==> src/rtl/fsu_pkg.sv <==
package fsu_pkg;

    typedef enum logic [1:0] {
        SRC_RF  = 2'b00,
        SRC_EXM = 2'b01,
        SRC_MWB = 2'b10
    } fsu_src_e;

endpackage

==> src/rtl/fsu_fwd_pick.sv <==
module fsu_fwd_pick
    import fsu_pkg::*;
#(
    parameter int REG_AW = 5
) (
    input  logic              use_i,
    input  logic [REG_AW-1:0] rs_i,
    input  logic              exm_wen_i,
    input  logic              exm_load_i,
    input  logic [REG_AW-1:0] exm_rd_i,
    input  logic              mwb_wen_i,
    input  logic [REG_AW-1:0] mwb_rd_i,
    output fsu_src_e          sel_o
);
    logic rs_live;
    logic hit_exm;
    logic hit_mwb;

    always_comb begin
        rs_live = use_i && (rs_i != '0);
        // a load in the memory stage has no data yet, so it never feeds execute
        hit_exm = rs_live && exm_wen_i && !exm_load_i && (exm_rd_i == rs_i);
        hit_mwb = rs_live && mwb_wen_i && (mwb_rd_i == rs_i);
        if (hit_exm) begin
            sel_o = SRC_EXM;
        end else if (hit_mwb) begin
            sel_o = SRC_MWB;
        end else begin
            sel_o = SRC_RF;
        end
    end

endmodule

==> src/rtl/fsu_load_use.sv <==
module fsu_load_use #(
    parameter int REG_AW = 5
) (
    input  logic              id_valid_i,
    input  logic              id_store_i,
    input  logic              id_use1_i,
    input  logic              id_use2_i,
    input  logic [REG_AW-1:0] id_rs1_i,
    input  logic [REG_AW-1:0] id_rs2_i,
    input  logic              ex_load_i,
    input  logic              ex_wen_i,
    input  logic [REG_AW-1:0] ex_rd_i,
    output logic              stall_o
);
    logic load_live;
    logic dep1;
    logic dep2;

    always_comb begin
        load_live = ex_load_i && ex_wen_i && (ex_rd_i != '0);
        dep1      = id_use1_i && (id_rs1_i == ex_rd_i);
        // store data is patched in the memory stage instead of waiting
        dep2      = id_use2_i && !id_store_i && (id_rs2_i == ex_rd_i);
        stall_o   = id_valid_i && load_live && (dep1 || dep2);
    end

endmodule

==> src/rtl/fsu_wb_bypass.sv <==
module fsu_wb_bypass #(
    parameter int REG_AW = 5
) (
    input  logic              id_valid_i,
    input  logic              use_i,
    input  logic [REG_AW-1:0] rs_i,
    input  logic              wb_wen_i,
    input  logic [REG_AW-1:0] wb_rd_i,
    output logic              byp_o
);
    always_comb begin
        byp_o = id_valid_i && use_i && wb_wen_i && (wb_rd_i != '0) && (wb_rd_i == rs_i);
    end

endmodule

==> src/rtl/fwd_stall_unit.sv <==
module fwd_stall_unit
    import fsu_pkg::*;
#(
    parameter int NUM_REGS = 32,
    localparam int REG_AW  = $clog2(NUM_REGS)
) (
    input  logic              clk_i,
    input  logic              rst_ni,
    input  logic              id_valid_i,
    input  logic [REG_AW-1:0] id_rs1_i,
    input  logic [REG_AW-1:0] id_rs2_i,
    input  logic              id_use_rs1_i,
    input  logic              id_use_rs2_i,
    input  logic [REG_AW-1:0] id_rd_i,
    input  logic              id_wen_i,
    input  logic              id_load_i,
    input  logic              id_store_i,
    output logic              stall_o,
    output logic [1:0]        fwd_a_sel_o,
    output logic [1:0]        fwd_b_sel_o,
    output logic              id_wb_byp_a_o,
    output logic              id_wb_byp_b_o,
    output logic              st_data_byp_o
);
    localparam int N_SRC = 2;

    typedef struct packed {
        logic              wen;
        logic              load;
        logic              store;
        logic              use1;
        logic              use2;
        logic [REG_AW-1:0] rd;
        logic [REG_AW-1:0] rs1;
        logic [REG_AW-1:0] rs2;
    } slot_t;

    typedef struct packed {
        slot_t ex;
        slot_t mem;
        slot_t wb;
    } shadow_t;

    shadow_t sh_d, sh_q;
    logic    stall;

    logic [REG_AW-1:0] ex_rs   [N_SRC];
    logic              ex_use  [N_SRC];
    logic [REG_AW-1:0] id_rs   [N_SRC];
    logic              id_use  [N_SRC];
    fsu_src_e          src_sel [N_SRC];
    logic              id_byp  [N_SRC];

    always_comb begin
        ex_rs[0]  = sh_q.ex.rs1;
        ex_rs[1]  = sh_q.ex.rs2;
        ex_use[0] = sh_q.ex.use1;
        ex_use[1] = sh_q.ex.use2;
        id_rs[0]  = id_rs1_i;
        id_rs[1]  = id_rs2_i;
        id_use[0] = id_use_rs1_i;
        id_use[1] = id_use_rs2_i;
    end

    fsu_load_use #(.REG_AW(REG_AW)) i_load_use (
        .id_valid_i (id_valid_i),
        .id_store_i (id_store_i),
        .id_use1_i  (id_use_rs1_i),
        .id_use2_i  (id_use_rs2_i),
        .id_rs1_i   (id_rs1_i),
        .id_rs2_i   (id_rs2_i),
        .ex_load_i  (sh_q.ex.load),
        .ex_wen_i   (sh_q.ex.wen),
        .ex_rd_i    (sh_q.ex.rd),
        .stall_o    (stall)
    );

    for (genvar s = 0; s < N_SRC; s++) begin : g_src
        fsu_fwd_pick #(.REG_AW(REG_AW)) i_pick (
            .use_i      (ex_use[s]),
            .rs_i       (ex_rs[s]),
            .exm_wen_i  (sh_q.mem.wen),
            .exm_load_i (sh_q.mem.load),
            .exm_rd_i   (sh_q.mem.rd),
            .mwb_wen_i  (sh_q.wb.wen),
            .mwb_rd_i   (sh_q.wb.rd),
            .sel_o      (src_sel[s])
        );

        fsu_wb_bypass #(.REG_AW(REG_AW)) i_wbb (
            .id_valid_i (id_valid_i),
            .use_i      (id_use[s]),
            .rs_i       (id_rs[s]),
            .wb_wen_i   (sh_q.wb.wen),
            .wb_rd_i    (sh_q.wb.rd),
            .byp_o      (id_byp[s])
        );
    end

    // next-state: shadow advances every cycle; a stall or idle decode yields a bubble
    always_comb begin
        sh_d     = sh_q;
        sh_d.wb  = sh_q.mem;
        sh_d.mem = sh_q.ex;
        if (stall || !id_valid_i) begin
            sh_d.ex = '0;
        end else begin
            sh_d.ex.wen   = id_wen_i;
            sh_d.ex.load  = id_load_i;
            sh_d.ex.store = id_store_i;
            sh_d.ex.use1  = id_use_rs1_i;
            sh_d.ex.use2  = id_use_rs2_i;
            sh_d.ex.rd    = id_rd_i;
            sh_d.ex.rs1   = id_rs1_i;
            sh_d.ex.rs2   = id_rs2_i;
        end
    end

    always_ff @(posedge clk_i or negedge rst_ni) begin
        if (!rst_ni) begin
            sh_q <= '0;
        end else begin
            sh_q <= sh_d;
        end
    end

    always_comb begin
        stall_o       = stall;
        fwd_a_sel_o   = src_sel[0];
        fwd_b_sel_o   = src_sel[1];
        id_wb_byp_a_o = id_byp[0];
        id_wb_byp_b_o = id_byp[1];
        st_data_byp_o = sh_q.mem.store && sh_q.mem.use2 && sh_q.wb.load && sh_q.wb.wen
                        && (sh_q.wb.rd != '0) && (sh_q.wb.rd == sh_q.mem.rs2);
    end

endmodule

==> config.mk <==
export PLATFORM = sky130hd
export DESIGN_NAME = fwd_stall_unit
export DESIGN_NICKNAME = d
export VERILOG_FILES = /design/src/rtl/fsu_pkg.sv /design/src/rtl/fsu_fwd_pick.sv /design/src/rtl/fsu_load_use.sv /design/src/rtl/fsu_wb_bypass.sv /design/src/rtl/fwd_stall_unit.sv
export SDC_FILE = /design/constraint.sdc
export NUM_CORES = 1
export LEC_CHECK = 0
export BUFFER_PORTS_ARGS = -buffer_cell sky130_fd_sc_hd__buf_2
export CORE_MARGIN = 3
export CORE_UTILIZATION = 25
export CTS_BUF_LIST = sky130_fd_sc_hd__clkbuf_2
export CTS_CLUSTER_SIZE = 40
export DETAILED_ROUTE_END_ITERATION = 8
export PLACE_DENSITY = 0.53
export SLEW_MARGIN = 20
export SYNTH_ARGS = -nofsm -noshare
export SYNTH_HDL_FRONTEND = slang
export SYNTH_HIERARCHICAL = 1
export SYNTH_SLANG_ARGS = --single-unit
==> constraint.sdc <==
create_clock -name clk_i -period 4.9 [get_ports clk_i]
set_clock_uncertainty 0.15 [all_clocks]
set_input_delay 0.49 -clock clk_i [delete_from_list [all_inputs] [get_ports clk_i]]
set_output_delay 0.49 -clock clk_i [all_outputs]
set_load 0.005 [all_outputs]
======== Word-level counts from Yosys, hierarchy flattened ========
Index checks and enable logic that the tools add are counted.
storage, ports and cells
  output and inout bits ................... 8
  register bits after elaboration ......... 41
operators by class
  equality and inequality tests ........... 9
  multiplexer cells ....................... 5
  reductions and logical operators ........ 41
operators by type and width
  cell                number
  == test 5 bit       9
  logical AND 1 bit   32
  two-way mux 20 bit  1
  nonzero test 5 bit  4
  two-way mux 2 bit   4
  logical NOT 1 bit   3
  logical OR 1 bit    2

======== Depth between registers and ports, before layout ========
Gate-level depths: netlist of run 1.
  depth in word-level cells ............... 7
  gate-level depth with buffers ........... 7

======== Hierarchy ========
Netlist of run 1, hierarchy kept.
modules (own cells, without submodules)
  module          area an instance (sq um)  instances  cells each
  fwd_stall_unit  1244.9                    1          74
  fsu_fwd_pick    160.2                     2          19
  fsu_wb_bypass   72.6                      2          10
  fsu_load_use    135.1                     1          17

======== Least setup slack after synthesis of run 1 ========
OpenSTA, ideal clock, no wires.
  kind .................................... register to output
  start ................................... register sh_q (netlist bit ex_rs[1])
  end ..................................... output port fwd_b_sel_o[1]
  arrival ................................. 1.397 ns
  slack ................................... 2.863 ns
  buffers on the path ..................... 0
  cell stages (with the launch flop) ...... 5
  cell sequence ........................... dfrtp_1 -> or4_1 -> nor2_2 -> nor3_2 -> nor4b_2
between the ends
  word-level cells in the longest chain between the ends .. 6
  elaborated cells on any way between the ends .. 11
  those cells by class .................... eq/ne (2); mux (2); reduce/logical (7)
ends and longest elaborated chain
  what                            RTL line               text
  start: declaration              fwd_stall_unit.sv:44   shadow_t sh_d, sh_q;
  start signal: assignment        fwd_stall_unit.sv:121  sh_q <= '0;
  start signal: assignment        fwd_stall_unit.sv:123  sh_q <= sh_d;
  nonzero test 5 bit              fsu_fwd_pick.sv:20     rs_live = use_i && (rs_i != '0);
  logical AND 1 bit               fsu_fwd_pick.sv:20
  logical AND 1 bit (2 in a row)  fsu_fwd_pick.sv:22     hit_exm = rs_live && exm_wen_i && !exm_load_i && (exm_rd_i == rs_i);
  logical AND 1 bit *             fsu_fwd_pick.sv:22
  via g_src[1].i_pick.hit_exm     fsu_fwd_pick.sv:16     logic hit_exm;
  two-way mux 2 bit *             fsu_fwd_pick.sv:24     if (hit_exm) begin
  end: declaration                fwd_stall_unit.sv:20   output logic [1:0] fwd_b_sel_o,
Mark *: on every way through the listed nets, which the timed path passes. The rest lies on a longest branch.

======== Worst setup path after layout of run 1 ========
  start ................................... register sh_q (netlist bit ex_rs[1])
  end ..................................... output port fwd_b_sel_o[1]
between the ends
  word-level cells in the longest chain between the ends .. 6
  elaborated cells on any way between the ends .. 11
  those cells by class .................... eq/ne (2); mux (2); reduce/logical (7)
ends and longest elaborated chain
  what                                                           RTL line
  nonzero test 5 bit                                             fsu_fwd_pick.sv:20
  logical AND 1 bit                                              fsu_fwd_pick.sv:20
  logical AND 1 bit, on equally long branches (2 in a row)       fsu_fwd_pick.sv:23, fsu_fwd_pick.sv:22
  two-way mux 2 bit / logical AND 1 bit (equally long branches)  fsu_fwd_pick.sv:26, fsu_fwd_pick.sv:22
  two-way mux 2 bit *                                            fsu_fwd_pick.sv:24
Mark *: on every way between the ends. The rest lies on a longest branch, timed or not.

==> results by group, run 1 <==
Logic synthesis
  – Synth top cells by count: dfrtp_1, xnor2_1, and2_1
  – Yosys reg bits: 41
  – Most common cell in the netlist: dfrtp_1
  – Ys Warns: 6
  – Post-synth EDFFs: 0
  – Top FF cell, synth: dfrtp_1
  – Async set-reset flop share out of synthesis: 100%
  – Synth Instances: 149
  – Synth top area cells: dfrtp_1, xnor2_1, xor2_1, and2_1, nand4_1
  – Avg Synthesized Cell Area: 12.4 µm²
  – Syn Nets: 172
  – Register area share after synthesis: a little under three fifths
  – Yosys cell types: 20
  – Top-area cell type share of the netlist area: roughly 56%
  – Mapped cell area: 1850 µm²
  – Area leader, netlist: dfrtp_1

Global route
  – Vias in the first global route: between 1k and 1.5k
  – First-pass GRT wire length: roughly 6.6 mm
  – Largest net degree at the start of global routing: 42
  – Antenna violations before repair: 0
  – Tot GR Track Use: 10.3%
  – Grt ovf: 0

Power and ir drop
  – Cell Pwr Density: 297 nW/µm²
  – Max IR drop VDD: 0.133 mV
  – Pleak: 0.941 nW

Worst setup path
  – R2R cell count: 5
  – Crit start category: flop
  – R2r endpoint: ex_rs[5]
  – Worst Path Required: around 4300 ps
  – Critical Path Start: ex_rs[1]
  – Setup slack, reg-to-reg: 2670 ps
  – Arr. time, crit path: 2030 ps
  – Worst Setup End Kind: output pin
  – Worst-path fanout max: 4
  – Worst Setup EP: fwd_b_sel_o[1]
  – WS Path Type: flop to output pin
  – Worst reg2reg path startpoint: sh_d[33]

Route
  – Remaining antenna violation count: 0
  – Drt wl/cell: approximately 14 µm
  – First-pass iteration count of the detailed router: 4
  – WL final: roughly 3.9 mm
  – Initial DRC count: 35
  – Avg Vias per Cell: 4.19
  – Routed vias: between 1k and 1.5k
  – DRC viols: 0

Floorplan
  – IO Pins: 31
  – Area of the die: about 8400 µm²
  – Placeable Area: 6980 µm²
  – Overall die height: just over 90 µm
  – Row count: 30
  – Chip Width: 91.9 µm
  – Initial Util: a little over a quarter

Worst hold path
  – Worst hold path class: primary input to async pin

Layout
  – Area Growth Syn to Fin: 17.2%
  – Fraction of layout cells with a size suffix above 1: ~25%
  – Nets@finish: 205
  – ANT cells: 0

Clock network
  – Post-CTS setup buffer count: 0
  – H-tree levels: 2
  – TritonCTS buffer count: 5
  – TritonCTS clock tree: done
  – Clock Sink Count: 41
  – Max Root-Sink Buffers: 2
  – CTS root buf: clkbuf_2
  – Hold_buf cts: 0
  – Post-CTS Resized: 0
  – Clock-pin slew on the worst setup and hold paths: 220 ps
  – Clock Latency Late Sink: 370 ps

Place
  – GPL Wtd Cong: approximately 0.74
  – Dpl hpwl: around 3 mm
  – Port-buffer cells: 30

Timing
  – Final setup viols: 0
  – Worst rel slew slack: 42.4%
  – Final Max Tran Viols: 0
  – Crit path time final: 2670 ps
  – Period utilization: 54.6%
  – RSZ-0062 raised after global routing: no
  – Fmax: 374 MHz
  – Final Hold Fails: 0
  – Hold_ws: 29.9 ps
  – Post-route setup TNS: 0 ps
  – Pin slew with the least headroom to its limit: 863 ps

Job
  – Max-cap violations: 0

Outcome
  – Status: finished clean
==> placed cells by master, fill, tap and decap left out, drive strengths merged, types with 2 or more instances in the layout <==
cell / n
dfrtp: 41
xor2: 17
nor4b: 2
and2: 20
nand4b: 3
nand3: 3
clkbuf: 5
or4: 5
xnor2: 28
nor4: 4
nand4: 8
nor3: 5
nor2: 5
buf: 30
==> cells by family (layout without fill, tap and decap cells) <==
group / after synthesis / after routing / share of synthesized area (%)
flops: 41 / 41 / 55.6
buf+inv: 4 / 38 / 1.22
compound gates: 3 / 3 / 1.56
xor+xnor: 45 / 45 / 21.4
simple gates: 56 / 56 / 20.3
==> power breakdown <==
group          switching [mW]  internal (mW)
combinational          0.0335         0.0371
sequential             0.0237          0.356
clock                   0.107         0.0845
==> metrics by stage <==
stage	util (%)	cells	setup slack [ps]	power, mW	cell area [µm²]
after floorplan	-	149	2860	0.424	1850
after global placement	30.0	271	2440	0.457	2090
after detailed placement	30.0	271	2380	0.457	2090
after CTS	30.9	279	2190	0.649	2160
after global routing	31.0	279	2060	0.678	2160
final	31.0	279	2230	0.642	2160
==> layout make-up <==
type / instances / area (µm²)
multi-input combinational: 104 / 800
tap: 96 / 120
clock buffer: 5 / 25.0
timing repair buffer: 30 / 150
fill: 736 / 4820
sequential: 41 / 1030
clock inverter: 3 / 41.3
==> state kept, by name, summed over array words and instances (netlist names) <==
name    cells
ex_rs      10
sh_d       22
sh_q        7
ex_use      2
==> critical path, cell delays in order (launching register included) <==
cell	delay [ps]
dfrtp_1	470
or4_1	550
nor2_2	160
nor3_2	80
nor4b_2	250
buf_2	160
==> worst min-delay path by stage <==
| stage | start | end | slack (ps) | cells after the start |
|---|---|---|---|---|
| after floorplan | rst_ni | ex_rs[0] | 40 | 0 |
| after global placement | sh_d[37] | sh_d[17] | 210 | 0 |
| after detailed placement | sh_d[37] | sh_d[17] | 210 | 0 |
| after CTS | rst_ni | sh_d[17] | 50 | 1 |
| after global routing | rst_ni | sh_q[18] | 70 | 1 |
| final | rst_ni | sh_d[17] | 30 | 1 |
==> routing by layer <==
| layer | vias up | routed length (µm) | part of all wire [%] | track usage (%) |
|---|---|---|---|---|
| met5 | - | 0 | 0 | 0 |
| met4 | 0 | 40 | 1.0 | 3.34 |
| met3 | 4 | 201 | 5.1 | 2.79 |
| met2 | 35 | 1800 | 46 | 15.9 |
| met1 | 554 | 1890 | 48 | 13.9 |
| li1 | 576 | - | - | - |
Power figures use the tool's default switching activity.
==> run 2: changes to the inputs <==
ABC_AREA = 1   (was not set)
PLACE_DENSITY = 0.54   (was 0.53)
clock period = 2.45 ns   (was 4.9 ns; I/O delays follow)
==> run 2 against run 1 <==
Synthesized area up 25%. Sequential power is 100% higher. Core utilization rose by 1.5 points. Non-clock buffer count increased by 22. Die area up 24%. Worst setup slack got worse by 2000 ps. Via count rose by 78%. Sequential share of layout area fell by 12 points. Final cell count is 87% higher. Critical path type unchanged.
==> results by group, run 2 <==
Floorplan
  – IO Pins: 31
  – Overall die height: 102 µm
  – Initial Util: 26.1%
  – Row count: 34
  – Area of the die: 10400 µm²
  – Placeable Area: approximately 8800 µm²
  – Chip Width: 102 µm

Worst setup path
  – Slowest-stage cell, CP: dfrtp_1
  – Worst-path fanout max: 13
  – Critical Path Start: sh_q[10]
  – Worst Setup End Kind: output pin
  – Worst Setup EP: id_wb_byp_b_o
  – R2R cell count: 10
  – Worst reg2reg path startpoint: sh_d[33]
  – WS Path Type: flop to output pin
  – CP Cell Sequence: inv_1 -> nand2_1 -> nand2_1 -> nor2_1 -> nand2_1 -> nor2_1 -> buf_2
  – Crit start category: flop
  – Worst Path Required: between 2000 and 2500 ps
  – Dominant delay contributor by cell family on the critical path: flip-flops
  – Setup slack, reg-to-reg: around 670 ps
  – Crit-path max cell delay: 710 ps
  – WP buf/inv: 2
  – Crit path depth: 7
  – Arr. time, crit path: 1790 ps
  – R2r endpoint: ex_rs[6]
  – Crit path top cell by count: nand2_1

Route
  – WL final: between 5 and 6 mm
  – Remaining antenna violation count: 0
  – Initial DRC count: 89
  – Drt wl/cell: between 10 and 15 µm
  – DRC viols: 0
  – Routed vias: 2081
  – Avg Vias per Cell: 3.98
  – First-pass iteration count of the detailed router: 4

Logic synthesis
  – Top FF cell, synth: dfrtp_1
  – Post-synth EDFFs: 0
  – Synth top area cells: dfrtp_1, nand2_1, inv_1, nor2_1, inv_2
  – Synth top cells by count: nand2_1, inv_1, nor2_1
  – Register area share after synthesis: 44.4%
  – Ys Warns: 6
  – Yosys reg bits: 41
  – Avg Synthesized Cell Area: ~6.4 µm²
  – Mapped cell area: 2310 µm²
  – Synth Instances: 359
  – Top-area cell type share of the netlist area: 44.4%
  – Syn Nets: roughly 380
  – Async set-reset flop share out of synthesis: 100%
  – Area leader, netlist: dfrtp_1
  – Most common cell in the netlist: nand2_1
  – Yosys cell types: 14

Timing
  – Final setup viols: 0
  – Crit path time final: 2180 ps
  – Post-route setup TNS: 0 ps
  – Period utilization: 89.1%
  – Final Max Tran Viols: 0
  – Worst rel slew slack: 39.6%
  – RSZ-0062 raised after global routing: no
  – Final Hold Fails: 0
  – Fmax: 458 MHz
  – Pin slew with the least headroom to its limit: 907 ps

Clock network
  – H-tree levels: 2
  – TritonCTS buffer count: 5
  – Max Root-Sink Buffers: 2
  – Clock Sink Count: 41
  – Clock Latency Late Sink: roughly 390 ps
  – TritonCTS clock tree: done
  – Clock-pin slew on the worst setup and hold paths: 240 ps
  – CTS root buf: clkbuf_2

Place
  – Post-DP Area: 2590 µm²
  – Port-buffer cells: 30
  – GPL Wtd Cong: 0.807
  – Dpl hpwl: 4.28 mm

Layout
  – Fraction of layout cells with a size suffix above 1: 15.4%
  – Final Cell Area: 2880 µm²
  – ANT cells: 0
  – Most frequent cells in the layout: nand2_1, inv_1, nor2_1
  – Nets@finish: 437
  – Most common cell after layout, fill and taps aside: nand2_1
  – Post-layout util: 32.5%
  – Max reg flops: 22
  – Area Growth Syn to Fin: 24.4%

Global route
  – Antenna violations before repair: 0
  – Vias in the first global route: 2027
  – Tot GR Track Use: 11.8%
  – Grt ovf: 0
  – Largest net degree at the start of global routing: 42
  – First-pass GRT wire length: 9.54 mm

Worst hold path
  – Worst hold path class: primary input to flop

Power and ir drop
  – Max IR drop VDD: 0.190 mV
  – Cell Pwr Density: 484 nW/µm²
  – Pleak: 1.69 nW

Job
  – Max-cap violations: 0

Outcome
  – Status: finished clean
## run 2: changes by cell type in the layout (fill, tap and decap cells not counted), moves of 5 or more
| cell | previous run | this run |
|---|---|---|
| inv_1 | 0 | 84 |
| dlygate4sd3_1 | 0 | 21 |
| and2_1 | 20 | 0 |
| nand2_1 | 0 | 125 |
| nand3_1 | 3 | 8 |
| inv_2 | 0 | 12 |
| or4_1 | 5 | 0 |
| xnor2_1 | 28 | 4 |
| xor2_1 | 17 | 0 |
| nand2_2 | 0 | 6 |
| nor2_1 | 3 | 60 |
## run 2: worst min-delay path, delay by kind of cell
| family | cells | cell delay (ps) |
|---|---|---|
| buffers and inverters | 1 | 130 |
| AND/OR/NAND/NOR | 2 | 330 |
## run 2: stage by stage
| step | power, mW | setup slack [ps] | hold slack (ps) | instances |
|---|---|---|---|---|
| CTS | 1.41 | 167 | 148 | 523 |
| floorplan | 0.885 | 1010 | -201 | 359 |
| global route | 1.48 | 50.0 | 155 | 523 |
| detailed placement | 0.973 | 681 | 195 | 494 |
| finish | 1.39 | 266 | 168 | 523 |
| global placement | 0.970 | 677 | 197 | 494 |
## run 2: logic make-up after synthesis
family                    after synthesis  share of synthesized area [%]
AOI/OAI and AO/OA                       3                          0.812
xor gates and xnor gates                4                           1.51
buffers and inverters                 100                           16.7
DFF                                    41                           44.4
and+or+nand+nor                       211                           36.6
## run 2: per-layer routing
| layer | global-route usage (%) | up-vias | routed length, µm |
|---|---|---|---|
| met1 | 15.2 | 925 | 2670 |
| li1 | - | 1119 | - |
| met2 | 20.6 | 31 | 2820 |
| met5 | 0 | - | 0 |
| met4 | 2.52 | 0 | 49 |
| met3 | 2.32 | 6 | 187 |
## run 2: final cells by class
cell class	instances	area [µm²]
multi-input cells	218	901
inverters	96	360
clock inverters	3	46.3
flip-flops and latches	41	1030
fillers	971	5970
well taps	108	135
repair buffers	52	380
clock buffers	5	25.0
## run 2: where the power goes
part,leakage (nW),internal (mW),switching (mW),total [mW]
clock,0.0392,0.174,0.235,0.409
combinational,1.12,0.0984,0.126,0.224
sequential,0.527,0.712,0.0478,0.760
## run 2: worst min path at each step
stage                           from  endpoint  slack, ps  cells after the start
after floorplan               rst_ni  ex_rs[0]       -200                      0
after global placement      sh_d[37]  sh_d[17]        200                      0
after detailed placement    sh_d[37]  sh_d[17]        190                      0
after CTS                 id_valid_i  sh_d[38]        150                      3
after global routing      id_valid_i  sh_d[34]        150                      3
final                     id_valid_i  sh_d[33]        170                      3
## run 2: timing repair
| action | CTS | global route |
|---|---|---|
| resized for setup | 0 | 1 |
| hold endpoints to repair | 61 | 0 |
| buffers inserted | 0 | 0 |
| endpoints found under the setup margin | 0 | 1 |
| hold buffers | 21 | 0 |
==> run 3: changes to the inputs <==
RECOVER_POWER = 50   (was not set)
==> run 3 against run 2 <==
Die area stayed put. Worst setup slack stayed put. Via count stayed put. Global-route usage stayed put. Sequential share of layout area stayed put. Critical endpoint unchanged.
==> results by group, run 3 (synthesis results as in run 2) <==
Worst setup path
  – R2r endpoint: ex_rs[6]
  – Setup slack, reg-to-reg: 670 ps
  – Worst reg2reg path startpoint: sh_d[33]
  – Worst Path Required: 2060 ps
  – Worst Setup EP: id_wb_byp_b_o
  – Critical Path Start: sh_q[10]
  – R2R cell count: 10
  – Crit start category: flop
  – Crit path top cell by count: nand2_1
  – Worst-path fanout max: 13
  – WS Path Type: flop to output pin
  – CP Cell Sequence: inv_1 -> nand2_1 -> nand2_1 -> nor2_1 -> nand2_1 -> nor2_1 -> buf_2
  – Worst Setup End Kind: output pin
  – Arr. time, crit path: 1790 ps
  – Slowest-stage cell, CP: dfrtp_1
  – Crit-path max cell delay: a little over 700 ps

Clock network
  – Clock Sink Count: 41
  – H-tree levels: 2
  – Clock-pin slew on the worst setup and hold paths: 240 ps
  – Clock Latency Late Sink: slightly below 400 ps
  – TritonCTS clock tree: done
  – Max Root-Sink Buffers: 2
  – TritonCTS buffer count: 5
  – Post-CTS setup buffer count: 0
  – CTS root buf: clkbuf_2

Timing
  – Period utilization: 89.1%
  – Worst rel slew slack: 32.8%
  – Crit path time final: 2180 ps
  – Post-route setup TNS: 0 ps
  – Final Hold Fails: 0
  – Pin slew with the least headroom to its limit: 1010 ps
  – Final Max Tran Viols: 0
  – Fmax: 458 MHz
  – RSZ-0062 raised after global routing: no
  – Hold_ws: roughly 170 ps
  – Final setup viols: 0

Job
  – Max-cap violations: 0

Power and ir drop
  – Power consumption: 1.39 mW
  – Pleak: approximately 1.7 nW
  – Max IR drop VDD: 0.190 mV
  – Sw Pwr: 409 µW
  – Flop pwr share: 54.5%
  – Comb pwr share: 16.1%
  – Cell Pwr Density: 484 nW/µm²
  – Internal Power: 984 µW
  – Sw Ratio: 29.3%
  – Clk network pwr share: 29.4%

Floorplan
  – Chip Width: 102 µm
  – Area of the die: around 10000 µm²
  – Row count: 34
  – Initial Util: about a quarter
  – Overall die height: 102 µm
  – IO Pins: 31
  – Placeable Area: 8850 µm²

Worst hold path
  – Worst hold path class: primary input to flop

Layout
  – Final Cell Area: 2880 µm²
  – Most frequent cells in the layout: nand2_1, inv_1, nor2_1
  – Post-layout util: 32.5%
  – # fillers: a little under 1k
  – Area Growth Syn to Fin: 24.4%
  – Max reg flops: 22
  – Fraction of layout cells with a size suffix above 1: between 10% and 20%
  – Most common cell after layout, fill and taps aside: nand2_1
  – ANT cells: 0
  – Nets@finish: 437

Route
  – Routed vias: 2081
  – Initial DRC count: 89
  – Remaining antenna violation count: 0
  – WL final: between 5 and 6 mm
  – DRC viols: 0
  – First-pass iteration count of the detailed router: 4
  – Avg Vias per Cell: between 3 and 4
  – Drt wl/cell: around 11 µm

Global route
  – Vias in the first global route: 2027
  – Antenna violations before repair: 0
  – Largest net degree at the start of global routing: between 40 and 50
  – First-pass GRT wire length: 9.54 mm
  – Tot GR Track Use: 11.8%
  – Grt ovf: 0

Place
  – Port-buffer cells: 30
  – Post-DP Area: 2590 µm²
  – Dpl hpwl: 4.28 mm
  – GPL Wtd Cong: 0.807

Outcome
  – Status: finished clean
## run 3: cell types whose count changed in the layout (fill, tap and decap cells not counted)
cell / previous run / this run
buf_2: 30 / 29
clkbuf_2: 5 / 6
## run 3: final cells by class
class	count	area, µm²	area share [%]
timing repair buffer	52	380	13.2
clock buffer	5	25.0	0.870
inverter	96	360	12.5
clock inverter	3	46.3	1.61
multi-input combinational	218	901	31.3
tap	108	135	4.70
sequential	41	1030	35.7
## run 3: through the flow
step	setup slack, ps	instances
global route	50.0	523
finish	266	523
detailed placement	681	494
floorplan	1010	359
global placement	677	494
CTS	167	523
## run 3: worst min path at each step
stage                from  endpoint  cells after the start
6_report       id_valid_i  sh_d[33]                      3
5_1_grt        id_valid_i  sh_d[34]                      3
4_1_cts        id_valid_i  sh_d[38]                      3
3_5_place_dp     sh_d[37]  sh_d[17]                      0
3_3_place_gp     sh_d[37]  sh_d[17]                      0
2_1_floorplan      rst_ni  ex_rs[0]                      0
## run 3: power groups by stage
stage,logic (mW),clock network (mW),registers [mW]
after CTS,0.228,0.425,0.759
after global placement,0.198,0,0.771
after global routing,0.261,0.451,0.767
final,0.224,0.409,0.760
after detailed placement,0.202,0,0.772
after floorplan,0.131,0,0.754
## run 3: metal layers
metal	wire, µm	share of wire (%)	track usage [%]
met5	0	0	0
met4	49	0.86	2.52
met3	187	3.3	2.32
met2	2820	49	20.6
met1	2670	47	15.2
## run 3: critical path: cells and delay by family, from the launching register on
kind | cells | cell delay [ps]
flip-flops | 1 | 710
AND/OR/NAND/NOR | 5 | 480
buffers and inverters | 2 | 200
## run 3: timing repair
item	CTS	global route
endpoints found under the hold margin	61	0
resized for setup	0	1
setup endpoints to repair	0	1
hold buffers	21	0
